### src/rtl/pwa_pkg.sv
package pwa_pkg;

  typedef enum logic [1:0] {
    WM_FULL = 2'b00,
    WM_HALF = 2'b01,
    WM_BYTE = 2'b10,
    WM_RSVD = 2'b11
  } wmode_e;

  // Index of the final piece of a word for a given width mode.
  function automatic logic [1:0] final_piece(wmode_e m);
    case (m)
      WM_HALF: final_piece = 2'd1;
      WM_BYTE: final_piece = 2'd3;
      default: final_piece = 2'd0;
    endcase
  endfunction

endpackage

### src/rtl/pwa_mode_track.sv
module pwa_mode_track
  import pwa_pkg::*;
(
  input  logic       clk,
  input  logic       rst,
  input  logic [1:0] wsel,
  output wmode_e     mode,
  output logic       chg
);

  logic [1:0] wsel_q;

  always_ff @(posedge clk) begin
    if (rst) wsel_q <= 2'b00;
    else     wsel_q <= wsel;
  end

  assign mode = wmode_e'(wsel);
  assign chg  = (wsel != wsel_q);

endmodule

### src/rtl/pwa_packer.sv
module pwa_packer
  import pwa_pkg::*;
#(
  parameter int WORD_W = 36
) (
  input  logic              clk,
  input  logic              rst,
  input  wmode_e            mode,
  input  logic              chg,
  input  logic              ext_wr,
  input  logic [WORD_W-1:0] ext_wdata,
  output logic              ext_wr_busy,
  output logic              out_valid,
  output logic [WORD_W-1:0] out_data,
  input  logic              out_ready
);

  localparam int LANES  = 4;
  localparam int BYTE_W = WORD_W / LANES;

  logic [1:0]        pos;
  logic              realign_q;
  logic              realign_now;
  logic              accept;
  logic [WORD_W-1:0] acc;
  logic [WORD_W-1:0] next_acc;

  assign ext_wr_busy = out_valid & ~out_ready;
  assign accept      = ext_wr & ~ext_wr_busy;
  assign realign_now = realign_q | (chg & (pos != 2'd0));

  // Steer the incoming piece into its lane(s); untouched lanes keep acc.
  for (genvar k = 0; k < LANES; k++) begin : g_lane
    always_comb begin
      case (mode)
        WM_HALF:
          next_acc[k*BYTE_W +: BYTE_W] = (pos == 2'(k/2))
            ? ext_wdata[(k%2)*BYTE_W +: BYTE_W]
            : acc[k*BYTE_W +: BYTE_W];
        WM_BYTE:
          next_acc[k*BYTE_W +: BYTE_W] = (pos == 2'(k))
            ? ext_wdata[0 +: BYTE_W]
            : acc[k*BYTE_W +: BYTE_W];
        default:
          next_acc[k*BYTE_W +: BYTE_W] = ext_wdata[k*BYTE_W +: BYTE_W];
      endcase
    end
  end

  always_ff @(posedge clk) begin
    if (rst) begin
      pos       <= 2'd0;
      realign_q <= 1'b0;
      acc       <= '0;
      out_valid <= 1'b0;
      out_data  <= '0;
    end else begin
      if (out_valid && out_ready) out_valid <= 1'b0;
      if (accept) begin
        if (realign_now) begin
          pos       <= 2'd0;
          realign_q <= 1'b0;
        end else begin
          acc <= next_acc;
          if (pos == final_piece(mode)) begin
            pos       <= 2'd0;
            out_data  <= next_acc;
            out_valid <= 1'b1;
          end else begin
            pos <= pos + 2'd1;
          end
        end
      end else if (chg && (pos != 2'd0)) begin
        realign_q <= 1'b1;
      end
    end
  end

endmodule

### src/rtl/pwa_unpacker.sv
module pwa_unpacker
  import pwa_pkg::*;
#(
  parameter int WORD_W = 36
) (
  input  logic              clk,
  input  logic              rst,
  input  wmode_e            mode,
  input  logic              chg,
  input  logic              in_valid,
  input  logic [WORD_W-1:0] in_data,
  output logic              in_ready,
  input  logic              ext_rd,
  output logic [WORD_W-1:0] ext_rdata,
  output logic              ext_rd_busy
);

  localparam int HALF_W = WORD_W / 2;
  localparam int BYTE_W = WORD_W / 4;

  logic              have;
  logic [WORD_W-1:0] word;
  logic [1:0]        pos;
  logic              realign_q;
  logic              realign_now;
  logic              accept;
  logic [WORD_W-1:0] piece;

  assign in_ready    = ~have;
  assign ext_rd_busy = ~have;
  assign accept      = ext_rd & have;
  assign realign_now = realign_q | (chg & (pos != 2'd0));

  always_comb begin
    piece = '0;
    case (mode)
      WM_HALF: piece[HALF_W-1:0] = word[int'(pos[0])*HALF_W +: HALF_W];
      WM_BYTE: piece[BYTE_W-1:0] = word[int'(pos)*BYTE_W +: BYTE_W];
      default: piece = word;
    endcase
  end

  always_ff @(posedge clk) begin
    if (rst) begin
      have      <= 1'b0;
      word      <= '0;
      pos       <= 2'd0;
      realign_q <= 1'b0;
      ext_rdata <= '0;
    end else begin
      if (in_valid && !have) begin
        word <= in_data;
        have <= 1'b1;
      end
      if (accept) begin
        if (realign_now) begin
          ext_rdata <= '0;
          have      <= 1'b0;
          pos       <= 2'd0;
          realign_q <= 1'b0;
        end else begin
          ext_rdata <= piece;
          if (pos == final_piece(mode)) begin
            pos  <= 2'd0;
            have <= 1'b0;
          end else begin
            pos <= pos + 2'd1;
          end
        end
      end else if (chg && (pos != 2'd0)) begin
        realign_q <= 1'b1;
      end
    end
  end

endmodule

### src/rtl/port_width_adapter.sv
module port_width_adapter
  import pwa_pkg::*;
#(
  parameter int WORD_W = 36
) (
  input  logic              clk,
  input  logic              rst,
  input  logic [1:0]        wsel,
  input  logic              ext_wr,
  input  logic [WORD_W-1:0] ext_wdata,
  output logic              ext_wr_busy,
  output logic              int_out_valid,
  output logic [WORD_W-1:0] int_out_data,
  input  logic              int_out_ready,
  input  logic              int_in_valid,
  input  logic [WORD_W-1:0] int_in_data,
  output logic              int_in_ready,
  input  logic              ext_rd,
  output logic [WORD_W-1:0] ext_rdata,
  output logic              ext_rd_busy
);

  wmode_e mode;
  logic   chg;

  pwa_mode_track u_mode (
    .clk  (clk),
    .rst  (rst),
    .wsel (wsel),
    .mode (mode),
    .chg  (chg)
  );

  pwa_packer #(.WORD_W(WORD_W)) u_pack (
    .clk         (clk),
    .rst         (rst),
    .mode        (mode),
    .chg         (chg),
    .ext_wr      (ext_wr),
    .ext_wdata   (ext_wdata),
    .ext_wr_busy (ext_wr_busy),
    .out_valid   (int_out_valid),
    .out_data    (int_out_data),
    .out_ready   (int_out_ready)
  );

  pwa_unpacker #(.WORD_W(WORD_W)) u_unpack (
    .clk         (clk),
    .rst         (rst),
    .mode        (mode),
    .chg         (chg),
    .in_valid    (int_in_valid),
    .in_data     (int_in_data),
    .in_ready    (int_in_ready),
    .ext_rd      (ext_rd),
    .ext_rdata   (ext_rdata),
    .ext_rd_busy (ext_rd_busy)
  );

endmodule

### config.mk
export PLATFORM = sky130hd
export DESIGN_NAME = port_width_adapter
export DESIGN_NICKNAME = d
export VERILOG_FILES = /design/src/rtl/pwa_pkg.sv /design/src/rtl/pwa_mode_track.sv /design/src/rtl/pwa_packer.sv /design/src/rtl/pwa_unpacker.sv /design/src/rtl/port_width_adapter.sv
export SDC_FILE = /design/constraint.sdc
export NUM_CORES = 1
export LEC_CHECK = 0
export CAP_MARGIN = 40
export CORE_ASPECT_RATIO = 1.2
export CORE_MARGIN = 4
export CORE_UTILIZATION = 51
export DETAILED_ROUTE_END_ITERATION = 7
export PLACE_DENSITY = 0.81
export SETUP_SLACK_MARGIN = 0.05
export SLEW_MARGIN = 20
export SYNTH_ARGS = -nofsm -noshare
export SYNTH_HDL_FRONTEND = slang
export SYNTH_SLANG_ARGS = --single-unit
### constraint.sdc
create_clock -name clk -period 4.6 [get_ports clk]
set_input_delay 0.92 -clock clk [delete_from_list [all_inputs] [get_ports clk]]
set_output_delay 0.92 -clock clk [all_outputs]
set_load 0.005 [all_outputs]
==> out/qor.yml <==
status: "finished clean"
fmax_ghz: 0.3016
fin_total_pwr_uw: 3810
io_buffers: 155
synth_cells: 768
async_reset_ff_frac: 0
drt_first_pass_iters: 6
drtIter0Drc: 710
wl_um: 21590
crit_required_ns: 3.68
finalCriticalPeriod_ns: 3.316
crit_top_cell: "clkdlybuf4s50_1"
worst_slack_ns: 1.284
finalCritPeriodShare: 0.7208
setup_violations: 0
rsz0062_at_grt: "false"
ant_nets: 0
initial_core_util: 0.5275
cp_cell_sequence: "clkdlybuf4s50_1 > nand2b_1 > inv_1 > clkdlybuf4s50_1"
synth-main-ff-cell: "dfxtp_1"
cts_hold_buf: 0
postSynthAreaPerCell_um2: 9.172
ioPinCount: 156
power.density_nw_per_um2: 411.1
synth_cell_types: 49
grt_pass1_wl_um: 34160
synth-edff-count: 0
routedWlPerCell_um: 20.31
grt_max_degree: 72
cp_max_fo: 5
syn_nets: 855
synth-seq-cells: 154
layout_common_cells: "clkdlybuf4s50_1 (154), dfxtp_1 (154), nand2_1 (104)"
vias: 6842
slowest_stage: "clkdlybuf4s50_1"
clockBufferDepth: 2
area_growth_pct: 31.56
layout.nets: 969
final_core_util: 0.6941
hold_violations: 0
grt_usage: 0.2712
ir_worst_vdd_mv: 0.2392
cap_violations: 0
leakage_uw: 0.003106
critPathKind: "input port to output port"
setup-tns-final_ns: 0
rows: 46
hpwl_um: 14700
coreArea_um2: 13350
overflow: 0
maxSlewViolCount: 0
antenna_found_initial: 0
cts_buffers: 17
cts_tree: "built"
htreeDepth: 4
drc: 0
hp-class: "register to register"
ys_warn_count: 0
syn_area_um2: 7044
die_y_um: 136.7
tightest_slew_ns: 0.8652
routabilityCongestion: 0.8374
place_ws_ns: 1.022
clk_pin_slew_ns: 0.06
vias_per_cell: 6.437
insertedDiodeCount: 0
cts_resized: 0
synth-seq-area-share: 0.4377
start_kind: "input port"
die_area_um2: 15760
clock_sinks: 154
clkLatencyLatePin_ns: 0.42
max_slew_margin: 0.4211
cp-end-kind: "output port"
post_cts_buffers: 0
grt_pass1_vias: 6751
arrival_ns: 2.40
drive_above_1_share: 0.1028
skew_ns: 0.008279
slowest_delay_ns: 0.55
clock-root-buffer: "clkbuf_16"
die_x_um: 115.3
-- per-stage QoR --
stage	hold slack, ns	instances	cell area (um^2)
2_1_floorplan	0.4363	768	7044
3_3_place_gp	0.4381	1024	8526
3_5_place_dp	0.4430	1030	8606
4_1_cts	0.4511	1062	9240
5_1_grt	0.4762	1063	9268
6_report	0.4532	1063	9268
-- Yosys cell counts (6+ instances only) --
cell,n,share of area
o22ai_1,9,0.0080
a211oi_1,54,0.058
buf_6,6,0.0096
nand3_1,10,0.0071
a31oi_1,63,0.056
mux2i_1,27,0.038
a211oi_2,20,0.036
o21ai_0,18,0.013
nand2b_1,7,0.0062
a22o_1,28,0.035
nand2_1,104,0.055
ha_1,7,0.012
clkbuf_1,41,0.022
nor2_1,16,0.0085
buf_2,15,0.011
a311oi_2,9,0.019
buf_1,13,0.0069
a21oi_1,57,0.040
inv_1,18,0.0096
mux2_1,9,0.014
a222oi_1,18,0.026
a22oi_1,10,0.011
o21ai_1,18,0.013
dfxtp_1,154,0.44
-- flip-flops by register name, indices dropped and copies added, names as in the netlist, 2 cells and up --
register	flops
u_unpack.pos	2
u_pack.acc	36
u_unpack.word	36
u_mode.wsel_q	2
u_pack.out_data	36
u_pack.pos	2
u_unpack.ext_rdata	36
-- critical path, delay by kind of cell --
| family | cells | cell delay (ns) |
|---|---|---|
| buffers and inverters | 3 | 1.21 |
| AND/OR/NAND/NOR | 1 | 0.27 |
-- layer usage --
layer,GRT usage,routed length (um),vias to the layer above
li1,-,-,3130
met1,0.3157,8202,3240
met2,0.4694,10570,409
met3,0.05927,1927,63
met4,0.1305,892,0
met5,0,0,-
-- cell families after synthesis --
| family | after synthesis | share of synthesized area |
|---|---|---|
| adders and majority gates | 7 | 0.01243 |
| muxes | 36 | 0.05275 |
| xor gates and xnor gates | 5 | 0.008349 |
| AOI/OAI and AO/OA | 317 | 0.3297 |
| and+or+nand+nor | 152 | 0.09716 |
| buffers and inverters | 97 | 0.06199 |
| DFF | 154 | 0.4377 |
-- report_power, final --
part | switching (uW) | total [uW] | internal [uW] | leakage [uW]
clock network | 574 | 1510 | 932 | 0.000296
registers | 81.8 | 1530 | 1450 | 0.00126
logic | 414 | 775 | 361 | 0.00155
total | 1070 | 3810 | 2740 | 0.00311
-- final timing paths --
kind / slack, ns / cells after the start / start / end
max reg2reg: 1.59 / 6 / u_pack.pos[0] / u_pack.out_data[32]
min reg2reg: 0.45 / 2 / u_unpack.ext_rdata[12] / u_unpack.ext_rdata[12]
max: 1.28 / 4 / int_out_ready / ext_wr_busy
min: 0.45 / 2 / u_unpack.ext_rdata[12] / u_unpack.ext_rdata[12]
-- area by class of cell --
type,instances,area (um^2)
repair buffers,173,1739
fillers,1040,4085
flip-flops and latches,154,3083
clock inverters,12,187.7
inverters,19,71.32
clock buffers,20,446.7
well taps,168,210.2
multi-input cells,517,3530
Power figures use the tool's default switching activity.
